File: config.mk
export PLATFORM = sky130hd
export DESIGN_NAME = irq_route_engine
export DESIGN_NICKNAME = d
export VERILOG_FILES = /design/src/rtl/irq_route_pkg.sv /design/src/rtl/irq_route_dp.sv /design/src/rtl/irq_route_ctl.sv /design/src/rtl/irq_route_engine.sv
export SDC_FILE = /design/constraint.sdc
export NUM_CORES = 1
export LEC_CHECK = 0
export CORE_ASPECT_RATIO = 1.25
export CORE_MARGIN = 2
export CORE_UTILIZATION = 45
export CTS_CLUSTER_SIZE = 40
export DETAILED_ROUTE_END_ITERATION = 10
export PLACE_DENSITY_LB_ADDON = 0.2
export SLEW_MARGIN = 20
export SYNTH_ARGS = -nofsm -noshare
export SYNTH_HDL_FRONTEND = slang
export SYNTH_SLANG_ARGS = --single-unit
File: constraint.sdc
create_clock -name clk -period 8.65 [get_ports clk]
set_input_delay 1.2975 -clock clk [delete_from_list [all_inputs] [get_ports clk]]
set_output_delay 1.2975 -clock clk [all_outputs]
set_load 0.02 [all_outputs]
File: src/rtl/irq_route_pkg.sv
package irq_route_pkg;
  localparam int PIN_IDX_MAX_W = 8;
  localparam logic [31:0] MSG_ADDR_BASE = 32'hFEE0_0000;

  // low-half field positions of an entry write
  localparam int F_DM_LSB  = 8;
  localparam int F_DMODE   = 11;
  localparam int F_TRIG    = 15;
  localparam int F_MASK    = 16;
  localparam int F_DEST_LSB = 24;

  typedef struct packed {
    logic [7:0] dest;
    logic       mask;
    logic       trigLevel;
    logic       destMode;
    logic [2:0] delivMode;
    logic [7:0] vector;
  } routeEntry_t;

  // control -> datapath: take the selected pin into the output register
  typedef struct packed {
    logic                     load;
    logic [PIN_IDX_MAX_W-1:0] pin;
  } svcStrobe_t;
endpackage

File: src/rtl/irq_route_dp.sv
module irq_route_dp
  import irq_route_pkg::*;
#(
  parameter int NUM_PINS     = 24,
  parameter int REDIRECT_PIN = 2,
  localparam int IDX_W       = $clog2(NUM_PINS)
) (
  input  logic                clk,
  input  logic                rstN,
  input  logic [NUM_PINS-1:0] irqIn,
  input  logic                cfgWe,
  input  logic [IDX_W-1:0]    cfgPin,
  input  logic                cfgHigh,
  input  logic [31:0]         cfgData,
  input  logic                eoiValid,
  input  logic [7:0]          eoiVector,
  input  svcStrobe_t          ctl,
  output logic [NUM_PINS-1:0] eligible,
  output logic [31:0]         msgAddr,
  output logic [31:0]         msgData
);
  localparam routeEntry_t RESET_ENTRY = '{dest: 8'd0, mask: 1'b1, trigLevel: 1'b0,
                                         destMode: 1'b0, delivMode: 3'd0, vector: 8'd0};

  routeEntry_t         entries [NUM_PINS];
  routeEntry_t         selEntry;
  logic [NUM_PINS-1:0] pinLvl, prevLvl, rise;
  logic [NUM_PINS-1:0] pending, pendNext;
  logic [NUM_PINS-1:0] remote, remoteNext;
  logic [NUM_PINS-1:0] capVec, eoiHit, cfgHit;

  // input-to-pin routing: input 0 is folded into the redirect pin
  for (genvar g = 0; g < NUM_PINS; g++) begin : g_pinMap
    if (g == 0) begin : g_zero
      assign pinLvl[g] = 1'b0;
    end else if (g == REDIRECT_PIN) begin : g_redir
      assign pinLvl[g] = irqIn[g] | irqIn[0];
    end else begin : g_direct
      assign pinLvl[g] = irqIn[g];
    end
  end

  assign rise = pinLvl & ~prevLvl;

  always_comb begin
    selEntry = RESET_ENTRY;
    for (int i = 0; i < NUM_PINS; i++) begin
      capVec[i]   = ctl.load && (ctl.pin == PIN_IDX_MAX_W'(i));
      cfgHit[i]   = cfgWe && (cfgPin == IDX_W'(i));
      eoiHit[i]   = eoiValid && remote[i] && (entries[i].vector == eoiVector);
      eligible[i] = pending[i] && !entries[i].mask && !(entries[i].trigLevel && remote[i]);
      if (entries[i].trigLevel) begin
        pendNext[i] = pinLvl[i];
      end else begin
        pendNext[i] = (pending[i] && !capVec[i]) || (rise[i] && !entries[i].mask);
      end
      remoteNext[i] = (remote[i] && !eoiHit[i]) || (capVec[i] && entries[i].trigLevel);
      if (cfgHit[i] && !cfgHigh && !cfgData[F_TRIG]) remoteNext[i] = 1'b0;
      if (capVec[i]) selEntry = entries[i];
    end
  end

  always_ff @(posedge clk) begin
    if (!rstN) begin
      for (int i = 0; i < NUM_PINS; i++) entries[i] <= RESET_ENTRY;
      pending <= '0;
      remote  <= '0;
      prevLvl <= '0;
      msgAddr <= '0;
      msgData <= '0;
    end else begin
      prevLvl <= pinLvl;
      pending <= pendNext;
      remote  <= remoteNext;
      for (int i = 0; i < NUM_PINS; i++) begin
        if (cfgHit[i]) begin
          if (cfgHigh) begin
            entries[i].dest <= cfgData[F_DEST_LSB +: 8];
          end else begin
            entries[i].vector    <= cfgData[7:0];
            entries[i].delivMode <= cfgData[F_DM_LSB +: 3];
            entries[i].destMode  <= cfgData[F_DMODE];
            entries[i].trigLevel <= cfgData[F_TRIG];
            entries[i].mask      <= cfgData[F_MASK];
          end
        end
      end
      if (ctl.load) begin
        msgAddr <= MSG_ADDR_BASE | (32'(selEntry.dest) << 12) | (32'(selEntry.destMode) << 2);
        msgData <= 32'(selEntry.vector) | (32'(selEntry.delivMode) << 8)
                 | (32'(selEntry.trigLevel) << 15);
      end
    end
  end

  // the control never takes a masked pin
  a_r4_masked_not_served: assert property (@(posedge clk) disable iff (!rstN)
    ctl.load |-> !selEntry.mask);
  // a level pin with an outstanding acknowledge is never taken
  a_r6_no_redeliver: assert property (@(posedge clk) disable iff (!rstN)
    ctl.load |-> !(selEntry.trigLevel && |(capVec & remote)));
  // taking a level pin leaves its acknowledge flag set
  a_r6_remote_set: assert property (@(posedge clk) disable iff (!rstN)
    (ctl.load && selEntry.trigLevel && !cfgWe) |=> |($past(capVec) & remote));
endmodule

File: src/rtl/irq_route_ctl.sv
module irq_route_ctl
  import irq_route_pkg::*;
#(
  parameter int NUM_PINS = 24,
  localparam int IDX_W   = $clog2(NUM_PINS)
) (
  input  logic                clk,
  input  logic                rstN,
  input  logic [NUM_PINS-1:0] eligible,
  input  logic                msgReady,
  output logic                msgValid,
  output svcStrobe_t          ctl
);
  logic [IDX_W-1:0]    scanPtr, pick;
  logic [NUM_PINS-1:0] aboveMask, cand;
  logic                canLoad;

  always_comb begin
    for (int i = 0; i < NUM_PINS; i++) aboveMask[i] = (i >= int'(scanPtr));
    cand = (|(eligible & aboveMask)) ? (eligible & aboveMask) : eligible;
    pick = '0;
    for (int i = NUM_PINS - 1; i >= 0; i--) begin
      if (cand[i]) pick = IDX_W'(i);
    end
    canLoad  = !msgValid || msgReady;
    ctl.load = canLoad && (|eligible);
    ctl.pin  = PIN_IDX_MAX_W'(pick);
  end

  always_ff @(posedge clk) begin
    if (!rstN) begin
      msgValid <= 1'b0;
      scanPtr  <= '0;
    end else begin
      if (ctl.load) begin
        msgValid <= 1'b1;
        scanPtr  <= (pick == IDX_W'(NUM_PINS - 1)) ? '0 : pick + 1'b1;
      end else if (msgReady) begin
        msgValid <= 1'b0;
      end
    end
  end

  // whatever is taken was eligible
  a_r8_pick_eligible: assert property (@(posedge clk) disable iff (!rstN)
    ctl.load |-> |(eligible & (NUM_PINS'(1) << ctl.pin)));
  // nothing is taken while the sink holds off
  a_r10_no_load_stalled: assert property (@(posedge clk) disable iff (!rstN)
    (msgValid && !msgReady) |-> !ctl.load);
endmodule

File: src/rtl/irq_route_engine.sv
module irq_route_engine
  import irq_route_pkg::*;
#(
  parameter int NUM_PINS     = 24,
  parameter int REDIRECT_PIN = 2,
  localparam int IDX_W       = $clog2(NUM_PINS)
) (
  input  logic                clk,
  input  logic                rstN,
  input  logic [NUM_PINS-1:0] irqIn,
  input  logic                cfgWe,
  input  logic [IDX_W-1:0]    cfgPin,
  input  logic                cfgHigh,
  input  logic [31:0]         cfgData,
  input  logic                eoiValid,
  input  logic [7:0]          eoiVector,
  output logic                msgValid,
  input  logic                msgReady,
  output logic [31:0]         msgAddr,
  output logic [31:0]         msgData
);
  svcStrobe_t          ctl;
  logic [NUM_PINS-1:0] eligible;

  irq_route_dp #(.NUM_PINS(NUM_PINS), .REDIRECT_PIN(REDIRECT_PIN)) u_dp (
    .clk, .rstN, .irqIn, .cfgWe, .cfgPin, .cfgHigh, .cfgData,
    .eoiValid, .eoiVector, .ctl, .eligible, .msgAddr, .msgData
  );

  irq_route_ctl #(.NUM_PINS(NUM_PINS)) u_ctl (
    .clk, .rstN, .eligible, .msgReady, .msgValid, .ctl
  );

  // a presented message stays put until accepted
  a_r10_hold_stable: assert property (@(posedge clk) disable iff (!rstN)
    (msgValid && !msgReady) |=> (msgValid && $stable(msgAddr) && $stable(msgData)));
endmodule

==> results.ini <==
[final_layout]
post-route-util_pct=51.38
area_growth_pct=13.40
seq_area_sq_um=17840
multi_input_area_sq_um=11760
layout-drive-gt1-share_pct=9.518
num-fill-cells=6021
stdcell_count=3898
num_antenna_cells=0
fin_nets=3055

[clock_tree]
cts-resized-gates=0
clk_pin_slew_ns=0.06
cts_tree=built
ctsHoldBuffers=0
clk_path_buf_depth=3
cts_made_buffers=60
root_buffer=clkbuf_16
post-cts-setup-buffers=0
htree_levels=2
clock_latency_ns=0.66
cts.sinks=627

[floorplan]
num_rows=107
initial_core_util_pct=45.31
ios=140
core_sq_um=67880
die_y_um=296.3
die_w_um=237.8
die_area_sq_um=70460

[worst_setup_path]
cp_max_fo=22
crit_type=reg2reg
crit_required_ns=9.12
r2r_start=u_ctl.scanPtr[3]
worstSetupStartpointType=flop
startpoint=u_ctl.scanPtr[3]
cp-end-kind=flop
cp.arrival_ns=7.66

[grt]
grt_usage_pct=30.64
antenna_found_initial=0
grt_overflow=0
grt_pass1_vias=23850
grt_first_pass_wirelength_um=158400
grt_start_max_net_pins=64

[timing]
fin_crit_sh_pct=83.14
fmax_mhz=139.1
slew_headroom_pct=20.68
hold_viol_final=0
drv_slew=0
tns_ns=0
fin_skew_ns=0.02732
rsz0062_at_grt=false
setup_slack_ns=1.458
setup-violations-final=0
period_minus_slack_ns=7.192
worst_pin_slew_ns=1.160

[logic_synthesis]
synth.distinct_cells=90
yosys_warnings=0
synth_ff_type=edfxtp_1
postSynthAreaPerCell_sq_um=10.64
synth_edf_count=528
ys_seq_area_share_pct=58.00
async_flop_share_pct=0
yosysTopAreaCellShare_pct=51.56
synth_area_sq_um=30750
synth_area_leaders=edfxtp_1 52%, dfxtp_1 6.4%, nor2_1 6.0%
synth_top_cell_by_area=edfxtp_1
synth_cells=2889
synth_seq_cells=627

[placement]
numPlacedInstances=3787
gp_congestion=0.9728
io_buffers=96
post-place-ws_ns=1.729
hpwl_um=81120

[drt]
vias=24360
dr.pass1.iters=8
antenna_left=0
drc=0
routed_wl_um=109200
detail_route.wl_per_cell_um=28.02
drt_iter0_markers=2805
via_per_inst=6.249

[hold_path]
worstHoldPathType=reg2reg
hp-start=u_dp.pending[0]

[power]
p_sw_mw=3.160
p_seq_share_pct=40.2
pwr-share-clk_pct=29.6
vdd_ir_drop_max_uv=198.4
powerDensity_nw_per_um2=261.9
p_sw_share_pct=34.61
combPwrFrac_pct=30.3
p_total_mw=9.132
intPower_mw=5.972
p_leak_nw=12.46

[outcome]
status=completed

[job]
drv_cap=0

synth_stat cells (all sizes together), types with 15 or more instances:
cell type	number
edfxtp	528
nor2	493
nand2	215
xor2	168
clkbuf	157
o21ai	117
dfxtp	99
nor3	97
a21oi	86
buf	79
nand3	72
a22oi	58
inv	56
and2	49
nor4	38
o22ai	38
a21boi	36
a211oi	35
nand4	31
a21o	29
xnor2	25
a22o	24
or3	23
a31oi	19
o221ai	18
nor2b	17
or4	17
o31ai	16
nand3b	15
final cells by class:
cell class | instances | share of cell area, %
clock buffers | 83 | 4.725
clock inverters | 28 | 0.9759
flip-flops and latches | 627 | 51.15
repair buffers | 230 | 5.690
multi-input cells | 2002 | 33.73
inverters | 56 | 0.6028
well taps | 872 | 3.129
through the flow:
stage	instance area, sq um	hold slack, ns
after global routing	34870	0.5057
after detailed placement	32890	0.4513
final	34870	0.4636
after CTS	34870	0.4634
after global placement	32890	0.4487
after floorplan	30870	0.4329
cell families (layout without fill, tap and decap cells):
| group | Yosys count | count (layout) | share of synthesized area (%) |
|---|---|---|---|
| buffers and inverters | 292 | 397 | 4.288 |
| AO/OA/AOI/OAI | 637 | 637 | 14.87 |
| multiplexers | 3 | 3 | 0.1017 |
| adder cells (fa/ha/maj) | 3 | 3 | 0.1221 |
| XOR/XNOR | 193 | 193 | 5.497 |
| flip-flops | 627 | 627 | 58.00 |
| other | 1 | 33 | 0.01219 |
| AND/OR/NAND/NOR | 1133 | 1133 | 17.11 |
layer usage:
| metal | part of all wire (%) | GRT usage (%) |
|---|---|---|
| met1 | 37 | 36.79 |
| met5 | 0 | 0 |
| met3 | 6.9 | 3.844 |
| met2 | 50 | 53.43 |
| met4 | 6.3 | 17.18 |
power groups by stage:
stage	Combinational [mW]	Clock [mW]	Sequential [mW]
floorplan	1.40	0	3.68
global placement	2.70	0	3.72
detailed placement	2.70	0	3.72
CTS	2.72	2.71	3.66
global route	2.87	2.82	3.68
finish	2.76	2.70	3.67
path summary, 6_finish.rpt:
| path | end | slack, ns | cells past startpoint |
|---|---|---|---|
| max | u_dp.msgData[15] | 1.46 | 20 |
| min | u_dp.pending[0] | 0.46 | 2 |
| max reg2reg | u_dp.msgData[15] | 1.46 | 20 |
| min reg2reg | u_dp.pending[0] | 0.46 | 2 |
critical path, stage by stage (launching register included):
cell and delay, ns:
dfxtp_1 0.92, nand3_1 0.22, a32oi_1 0.42, nor4_1 0.13, or4_1 0.62, nor3_4 0.45, o21ai_0 0.31, and2_1 0.25
a311oi_2 0.65, nor3_2 0.15, ha_1 0.24, buf_4 0.16, and2_0 0.23, nand4_1 0.14, buf_4 0.29, or2_2 0.18
o21ai_0 0.16, mux2i_1 0.18, nand3_1 0.11, a2111oi_0 0.98, o22ai_1 0.19
registers in the layout (all words and copies together), names as in the netlist:
name / flops
u_dp.msgAddr: 10
u_dp.pending: 24
u_dp.remote: 24
u_ctl.scanPtr: 5
u_dp.entries: 528
u_ctl.msgValid: 1
u_dp.prevLvl: 23
u_dp.msgData: 12
layout by cell type, fill, tap and decap left out, drive strengths merged, types with 23 or more instances in the layout:
cell	instances
edfxtp	528
nor2	493
nand2	215
xor2	168
buf	141
o21ai	117
dfxtp	99
nor3	97
clkdlybuf4s50	89
a21oi	86
clkbuf	83
nand3	72
inv	59
a22oi	58
and2	49
o22ai	38
nor4	38
a21boi	36
a211oi	35
conb	33
nand4	31
a21o	29
xnor2	25
a22o	24
or3	23
No activity file was read; power rests on OpenSTA's default activity.
